File: src/rtl/spi_nor_seq_pkg.sv
package spi_nor_seq_pkg;

  typedef enum logic [2:0] {
    SQ_IDLE,
    SQ_COLLECT,
    SQ_PROGRAM,
    SQ_READ,
    SQ_REPLY
  } sq_state_t;

  typedef enum logic [3:0] {
    OK_NONE,
    OK_READ,
    OK_PROG,
    OK_ERASE,
    OK_WSTAT,
    OK_WEN,
    OK_WDIS,
    OK_STAT,
    OK_IDENT,
    OK_CHIP
  } op_kind_t;

  localparam logic [1:0] ERK_SMALL = 2'd0;
  localparam logic [1:0] ERK_MED   = 2'd1;
  localparam logic [1:0] ERK_SECT  = 2'd2;
  localparam logic [1:0] ERK_CHIP  = 2'd3;

  // manufacturers that use the shorter I/O-mode read preamble
  function automatic logic short_io_preamble(input logic [7:0] mfr);
    return (mfr == 8'hEF) || (mfr == 8'h01);
  endfunction

  function automatic logic [3:0] dual_io_len(input logic [7:0] mfr);
    return short_io_preamble(mfr) ? 4'd4 : 4'd5;
  endfunction

  function automatic logic [3:0] quad_io_len(input logic [7:0] mfr);
    return short_io_preamble(mfr) ? 4'd6 : 4'd8;
  endfunction

  function automatic logic [2:0] ident_len(input logic [15:0] ext);
    return (ext != 16'h0000) ? 3'd5 : 3'd3;
  endfunction

  function automatic logic [7:0] status_byte(input logic wel);
    return {6'b000000, wel, 1'b0};
  endfunction

endpackage

File: src/rtl/spi_nor_op_decode.sv
module spi_nor_op_decode
  import spi_nor_seq_pkg::*;
#(
  parameter logic [7:0] MFR_ID = 8'h20
) (
  input  logic [7:0] op,
  output op_kind_t   kind,
  output logic [3:0] need,
  output logic [1:0] er_kind
);

  always_comb begin
    kind    = OK_NONE;
    need    = 4'd0;
    er_kind = ERK_SMALL;
    case (op)
      8'h03:               begin kind = OK_READ;  need = 4'd3; end
      8'h0B, 8'h3B, 8'h6B: begin kind = OK_READ;  need = 4'd4; end
      8'hBB:               begin kind = OK_READ;  need = dual_io_len(MFR_ID); end
      8'hEB:               begin kind = OK_READ;  need = quad_io_len(MFR_ID); end
      8'h02, 8'hA2, 8'h32: begin kind = OK_PROG;  need = 4'd3; end
      8'h20: begin kind = OK_ERASE; need = 4'd3; er_kind = ERK_SMALL; end
      8'h52: begin kind = OK_ERASE; need = 4'd3; er_kind = ERK_MED;   end
      8'hD8: begin kind = OK_ERASE; need = 4'd3; er_kind = ERK_SECT;  end
      8'h01:               begin kind = OK_WSTAT; need = 4'd1; end
      8'h06:               kind = OK_WEN;
      8'h04:               kind = OK_WDIS;
      8'h05:               kind = OK_STAT;
      8'h9F:               kind = OK_IDENT;
      8'hC7:               begin kind = OK_CHIP; er_kind = ERK_CHIP; end
      default:             kind = OK_NONE;
    endcase
  end

endmodule

File: src/rtl/spi_nor_reply_gen.sv
module spi_nor_reply_gen
  import spi_nor_seq_pkg::*;
#(
  parameter logic [7:0]  MFR_ID = 8'h20,
  parameter logic [15:0] DEV_ID = 16'h2014,
  parameter logic [15:0] EXT_ID = 16'h0000
) (
  input  logic       is_ident,
  input  logic [2:0] pos,
  input  logic       wel,
  output logic [7:0] byte_o,
  output logic [2:0] len
);

  logic [7:0] id_byte;

  always_comb begin
    case (pos)
      3'd0:    id_byte = MFR_ID;
      3'd1:    id_byte = DEV_ID[15:8];
      3'd2:    id_byte = DEV_ID[7:0];
      3'd3:    id_byte = EXT_ID[15:8];
      3'd4:    id_byte = EXT_ID[7:0];
      default: id_byte = 8'h00;
    endcase
  end

  assign byte_o = is_ident ? id_byte : status_byte(wel);
  assign len    = is_ident ? ident_len(EXT_ID) : 3'd1;

endmodule

File: src/rtl/spi_nor_cmd_seq.sv
module spi_nor_cmd_seq
  import spi_nor_seq_pkg::*;
#(
  parameter int          ADDR_W = 20,
  parameter logic [7:0]  MFR_ID = 8'h20,
  parameter logic [15:0] DEV_ID = 16'h2014,
  parameter logic [15:0] EXT_ID = 16'h0000
) (
  input  logic              clk,
  input  logic              rst_n,
  input  logic              cs_start,
  input  logic              rx_valid,
  input  logic [7:0]        rx_byte,
  output logic              tx_valid,
  output logic [7:0]        tx_byte,
  output logic [ADDR_W-1:0] rd_addr,
  input  logic [7:0]        rd_data,
  output logic              prog_req,
  output logic [ADDR_W-1:0] prog_addr,
  output logic [7:0]        prog_data,
  output logic              erase_req,
  output logic [1:0]        erase_kind,
  output logic [ADDR_W-1:0] erase_addr
);

  localparam int CNT_W = 4;
  localparam logic [ADDR_W-1:0] ADDR_ONE = {{(ADDR_W-1){1'b0}}, 1'b1};

  sq_state_t          state_q;
  op_kind_t           kind_q;
  logic [1:0]         erk_q;
  logic [CNT_W-1:0]   need_q;
  logic [CNT_W-1:0]   cnt_q;
  logic [ADDR_W-1:0]  abuf_q;
  logic [ADDR_W-1:0]  addr_q;
  logic               wel_q;
  logic               rep_ident_q;
  logic [2:0]         pos_q;

  // named events for the checker
  logic               xfer;
  logic               collect_last;
  logic [ADDR_W-1:0]  addr_full;

  op_kind_t           dec_kind;
  logic [CNT_W-1:0]   dec_need;
  logic [1:0]         dec_erk;
  logic [7:0]         rep_byte;
  logic [2:0]         rep_len;

  spi_nor_op_decode #(.MFR_ID(MFR_ID)) u_dec (
    .op      (rx_byte),
    .kind    (dec_kind),
    .need    (dec_need),
    .er_kind (dec_erk)
  );

  spi_nor_reply_gen #(.MFR_ID(MFR_ID), .DEV_ID(DEV_ID), .EXT_ID(EXT_ID)) u_rep (
    .is_ident (rep_ident_q),
    .pos      (pos_q),
    .wel      (wel_q),
    .byte_o   (rep_byte),
    .len      (rep_len)
  );

  assign xfer         = rx_valid && !cs_start;
  assign collect_last = xfer && (state_q == SQ_COLLECT) &&
                        ((cnt_q + 1'b1) == need_q);
  assign addr_full    = (cnt_q == 4'd2) ? {abuf_q[ADDR_W-9:0], rx_byte} : abuf_q;
  assign rd_addr      = addr_q;

  always_ff @(posedge clk or negedge rst_n) begin
    if (!rst_n) begin
      state_q     <= SQ_IDLE;
      kind_q      <= OK_NONE;
      erk_q       <= ERK_SMALL;
      need_q      <= '0;
      cnt_q       <= '0;
      abuf_q      <= '0;
      addr_q      <= '0;
      wel_q       <= 1'b0;
      rep_ident_q <= 1'b0;
      pos_q       <= '0;
      tx_valid    <= 1'b0;
      tx_byte     <= 8'h00;
      prog_req    <= 1'b0;
      prog_addr   <= '0;
      prog_data   <= 8'h00;
      erase_req   <= 1'b0;
      erase_kind  <= ERK_SMALL;
      erase_addr  <= '0;
    end else begin
      tx_valid  <= 1'b0;
      prog_req  <= 1'b0;
      erase_req <= 1'b0;
      if (cs_start) begin
        state_q <= SQ_IDLE;
        cnt_q   <= '0;
        pos_q   <= '0;
      end else if (rx_valid) begin
        tx_valid <= 1'b1;
        tx_byte  <= 8'h00;
        case (state_q)
          SQ_IDLE: begin
            kind_q <= dec_kind;
            erk_q  <= dec_erk;
            need_q <= dec_need;
            cnt_q  <= '0;
            abuf_q <= '0;
            case (dec_kind)
              OK_READ, OK_PROG, OK_ERASE: state_q <= SQ_COLLECT;
              OK_WSTAT: if (wel_q) state_q <= SQ_COLLECT;
              OK_WEN:   wel_q <= 1'b1;
              OK_WDIS:  wel_q <= 1'b0;
              OK_STAT: begin
                rep_ident_q <= 1'b0;
                pos_q       <= '0;
                state_q     <= SQ_REPLY;
              end
              OK_IDENT: begin
                rep_ident_q <= 1'b1;
                pos_q       <= '0;
                state_q     <= SQ_REPLY;
              end
              OK_CHIP: if (wel_q) begin
                erase_req  <= 1'b1;
                erase_kind <= ERK_CHIP;
                erase_addr <= '0;
              end
              default: ;
            endcase
          end
          SQ_COLLECT: begin
            if (cnt_q < 4'd3) abuf_q <= {abuf_q[ADDR_W-9:0], rx_byte};
            cnt_q <= cnt_q + 1'b1;
            if (collect_last) begin
              addr_q  <= addr_full;
              state_q <= SQ_IDLE;
              case (kind_q)
                OK_READ:  state_q <= SQ_READ;
                OK_PROG:  state_q <= SQ_PROGRAM;
                OK_ERASE: if (wel_q) begin
                  erase_req  <= 1'b1;
                  erase_kind <= erk_q;
                  erase_addr <= addr_full;
                end
                OK_WSTAT: wel_q <= 1'b0;
                default: ;
              endcase
            end
          end
          SQ_READ: begin
            tx_byte <= rd_data;
            addr_q  <= addr_q + ADDR_ONE;
          end
          SQ_PROGRAM: begin
            prog_req  <= 1'b1;
            prog_addr <= addr_q;
            prog_data <= rx_byte;
            addr_q    <= addr_q + ADDR_ONE;
          end
          SQ_REPLY: begin
            tx_byte <= rep_byte;
            pos_q   <= pos_q + 3'd1;
            if ((pos_q + 3'd1) == rep_len) begin
              pos_q   <= '0;
              state_q <= SQ_IDLE;
            end
          end
          default: state_q <= SQ_IDLE;
        endcase
      end
    end
  end

endmodule

File: config.mk
export PLATFORM = sky130hd
export DESIGN_NAME = spi_nor_cmd_seq
export DESIGN_NICKNAME = d
export VERILOG_FILES = /design/src/rtl/spi_nor_seq_pkg.sv /design/src/rtl/spi_nor_op_decode.sv /design/src/rtl/spi_nor_reply_gen.sv /design/src/rtl/spi_nor_cmd_seq.sv
export SDC_FILE = /design/constraint.sdc
export NUM_CORES = 1
export LEC_CHECK = 0
export ABC_AREA = 1
export BUFFER_PORTS_ARGS = -buffer_cell sky130_fd_sc_hd__buf_2
export CORE_UTILIZATION = 30
export DETAILED_ROUTE_END_ITERATION = 10
export SLEW_MARGIN = 20
export SYNTH_ARGS = -nofsm -noshare
export SYNTH_HDL_FRONTEND = slang
export SYNTH_SLANG_ARGS = --single-unit
File: constraint.sdc
create_clock -name clk -period 3.4 [get_ports clk]
set_clock_uncertainty 0.15 [all_clocks]
set_input_delay 0.68 -clock clk [delete_from_list [all_inputs] [get_ports clk]]
set_output_delay 0.68 -clock clk [all_outputs]
set_load 0.05 [all_outputs]
==> summary.txt <==
Status
  • Outcome: finished clean

Cells and area
  • Fin area: 7757 sq um
  • Area Overhead vs Synth: 23.21%
  • Share of cells above drive strength 1: 21.24%
  • Final nets: 900
  • Final Core Density: about 38%
  • Ant. Diodes: 0

Clock tree
  • Post-CTS setup buffers: 0
  • Clock-pin transition on the worst setup and hold timing paths: roughly 0.060 ns
  • CTS H-tree lvls: 4
  • Hold buffer count at cts: 0
  • Root buffer cell: clkbuf_16
  • Number of CTS-inserted buffers: 17
  • TritonCTS clock tree: yes
  • CTS sink count: 123
  • Resize count post-CTS: 0
  • Clk_lat worst skew: between 0.4 and 0.5 ns
  • Longest Clk Path Bufs: 2

Timing
  • Final WS setup: 0.7377 ns
  • Minimum clock period: 2.662 ns
  • Setup_tns: 0 ns
  • F_max: between 0.3 and 0.4 GHz
  • Worst slew pin tran: 0.7411 ns
  • Final setup viols: 0
  • Hold Fails Final Rpt: 0
  • Slew Viols, Final: 0
  • RSZ-0062 raised after global routing: false
  • Max-slew headroom: 50.59%
  • Final period util: 78.30%

Yosys
  • Post-synth EDFFs: 0
  • Ys flop type: dfrtp_1
  • Warnings from Yosys: 0
  • Syn_nets: 802
  • Gate count of the mapped netlist: 775
  • Distinct cell type count after synthesis: 44
  • Syn Area/Cell: 8.124 sq um
  • Post-Synth Simple-Gate Area: 23.79%
  • Largest family of logic cells by synthesized area: simple AND/OR/NAND/NOR gates
  • Post-synth top area cell: dfrtp_1
  • Adder-Cell Fraction of Synth Area: ~1.4%
  • Most instantiated cells after synthesis: 181 x nand2_1, 123 x dfrtp_1, 85 x inv_1
  • FFs w/ async S/R, synth: 100.0%
  • Seq/Total Area, Yosys: between 40% and 50%
  • Yosys top cell area share: 48.89%
  • Top post-synthesis cells by area: dfrtp_1 49%, nand2_1 11%, o21ai_0 6.6%
  • XOR/XNOR share of the synthesized area: 1.530%
  • Mapped cell area: 6296 sq um
  • Multiplexer share of the synthesized area: 0%
  • Yosys reg bits: 123
  • Most frequent cell after synthesis: nand2_1
  • Compound-Gate Fraction of Synth Area: 16.89%

Drt
  • DRT iter0 DRCs: 435
  • # DRC: 0
  • Wirelength, routed: roughly 18,000 um
  • Initial DRT Pass Iterations: 5
  • Vias/cell: 4.869
  • Antenna violation net count after detailed routing: 0
  • DR WL/cell: roughly 15 um
  • Vias post-DR: roughly 5,600

Floorplan
  • Die width: 146.9 um
  • I/O pin count: 101
  • Row cnt: 52
  • Starting Density: a little under a third
  • Die ar.: roughly 22,000 sq um
  • Core Area: 20,430 sq um
  • Die Ht: 146.9 um

Power
  • Power Dens Cells: 928.4 nW/um^2
  • Leakage power: 0.003817 uW
  • Worst IR Drop VDD: 0.0004538 V

GRT
  • Met1 usage: 23.92%
  • Busiest grt layer: met2
  • GR Util met3: under 10%
  • Gr usage total: 16.84%
  • Largest net degree at the start of global routing: 55
  • Overflow after GRT: 0
  • First-pass GRT wire length: 28,330 um
  • Met2 Track Usage GR: between 20% and 30%
  • Number of global-route vias before repair: 5,245
  • Initial antenna violation count: 0

Worst setup path
  • CP Data Arrival Time: 2.82 ns
  • Critical Path Fanout Max: 44
  • CP required: between 3 and 4 ns
  • Crit end category: flop
  • Critical path type: reg -> reg
  • CP startpoint kind: flop

Placement
  • Pre-CTS WS: 0.5465 ns
  • Post-DP Area: about 7100 sq um
  • Final Wtd Congestion: just under 0.9
  • Final HPWL DP: 13,010 um
  • Buffers on Ports: 100

Job
  • Max-cap viol count: 0

Hold path
  • Min-delay worst type: in -> async
==> final timing paths <==
path                            endpoint         start  slack, ns  depth (start not counted)
max in group asynchronous  erase_addr[8]         rst_n       2.18                          2
min in group clk            prog_addr[9]  prog_addr[9]       0.32                          2
max reg2reg                erase_kind[0]    state_q[2]       0.74                          7
min                         prog_addr[4]         rst_n       0.09                          1
max                        erase_kind[0]    state_q[2]       0.74                          7
min reg2reg                 prog_addr[9]  prog_addr[9]       0.32                          2
==> sequential cells by signal, indices dropped and copies added (netlist names), 4 cells and up <==
| name | count |
|---|---|
| prog_addr | 20 |
| need_q | 4 |
| abuf_q | 20 |
| cnt_q | 4 |
| kind_q | 4 |
| erase_addr | 20 |
| rd_addr | 20 |
| tx_byte | 8 |
| prog_data | 8 |
==> report_power, final <==
part	total (uW)	leakage, uW	switching (uW)	internal (uW)
combinational	2810	0.00187	2160	645
sequential	2250	0.00162	354	1900
clock	2140	0.000331	664	1480
==> layer usage <==
layer  wire length [um]  part of all wire, %
met5                  0                    0
met4                201                  1.1
met3               1226                  7.0
met2               7714                   44
met1               8474                   48
==> worst max-delay path: stages, from the launching register on <==
cell and delay [ns]:
dfrtp_1 0.50, nor2_4 0.09, nand2_2 0.30, inv_1 0.34, o21ai_0 0.25, nand4_4 0.51
o21ai_0 0.34, inv_1 0.06
==> kinds of logic after synthesis <==
| family | count (synthesis) |
|---|---|
| buffers and inverters | 117 |
| flip-flops | 123 |
| XOR/XNOR | 11 |
| AO/OA/AOI/OAI | 183 |
| adder cells (fa/ha/maj) | 7 |
| AND/OR/NAND/NOR | 334 |
==> cell usage in the layout, fill, tap and decap left out, types with 3 or more instances in the layout <==
cell and instances:
o211ai_2 5, a31oi_1 4, ha_1 7, inv_1 85, o21ai_1 28, nand4_1 11
clkinvlp_4 3, dfrtp_1 123, inv_2 3, xor2_1 11, or2_2 17, nor2_1 45
o22ai_1 22, a22oi_1 5, o21a_1 3, clkbuf_16 17, buf_4 6, bufinv_16 7
nand2_1 181, nor2_2 7, nor3_1 15, o21ai_0 83, a21oi_1 16, o21ai_2 6
nand2_2 4, buf_2 99, nand3_1 44
==> stage by stage <==
step           instances  total power [uW]  hold WS [ns]
2_1_floorplan        775              4317        0.2344
3_3_place_gp        1124              5070        0.3027
3_5_place_dp        1124              5091        0.3085
4_1_cts             1155              7256        0.1011
5_1_grt             1155              7587        0.1236
6_report            1155              7202       0.08587
==> layout make-up <==
type	instances	area [sq um]
Clock inverter	12	242.7
Clock buffer	19	452.9
Tap cell	270	337.8
Sequential cell	123	3078
Fill cell	2102	12670
Multi-Input combinational cell	535	2745
Timing Repair Buffer	106	560.5
Inverter	90	340.3
(Power assumes the default switching activity.)
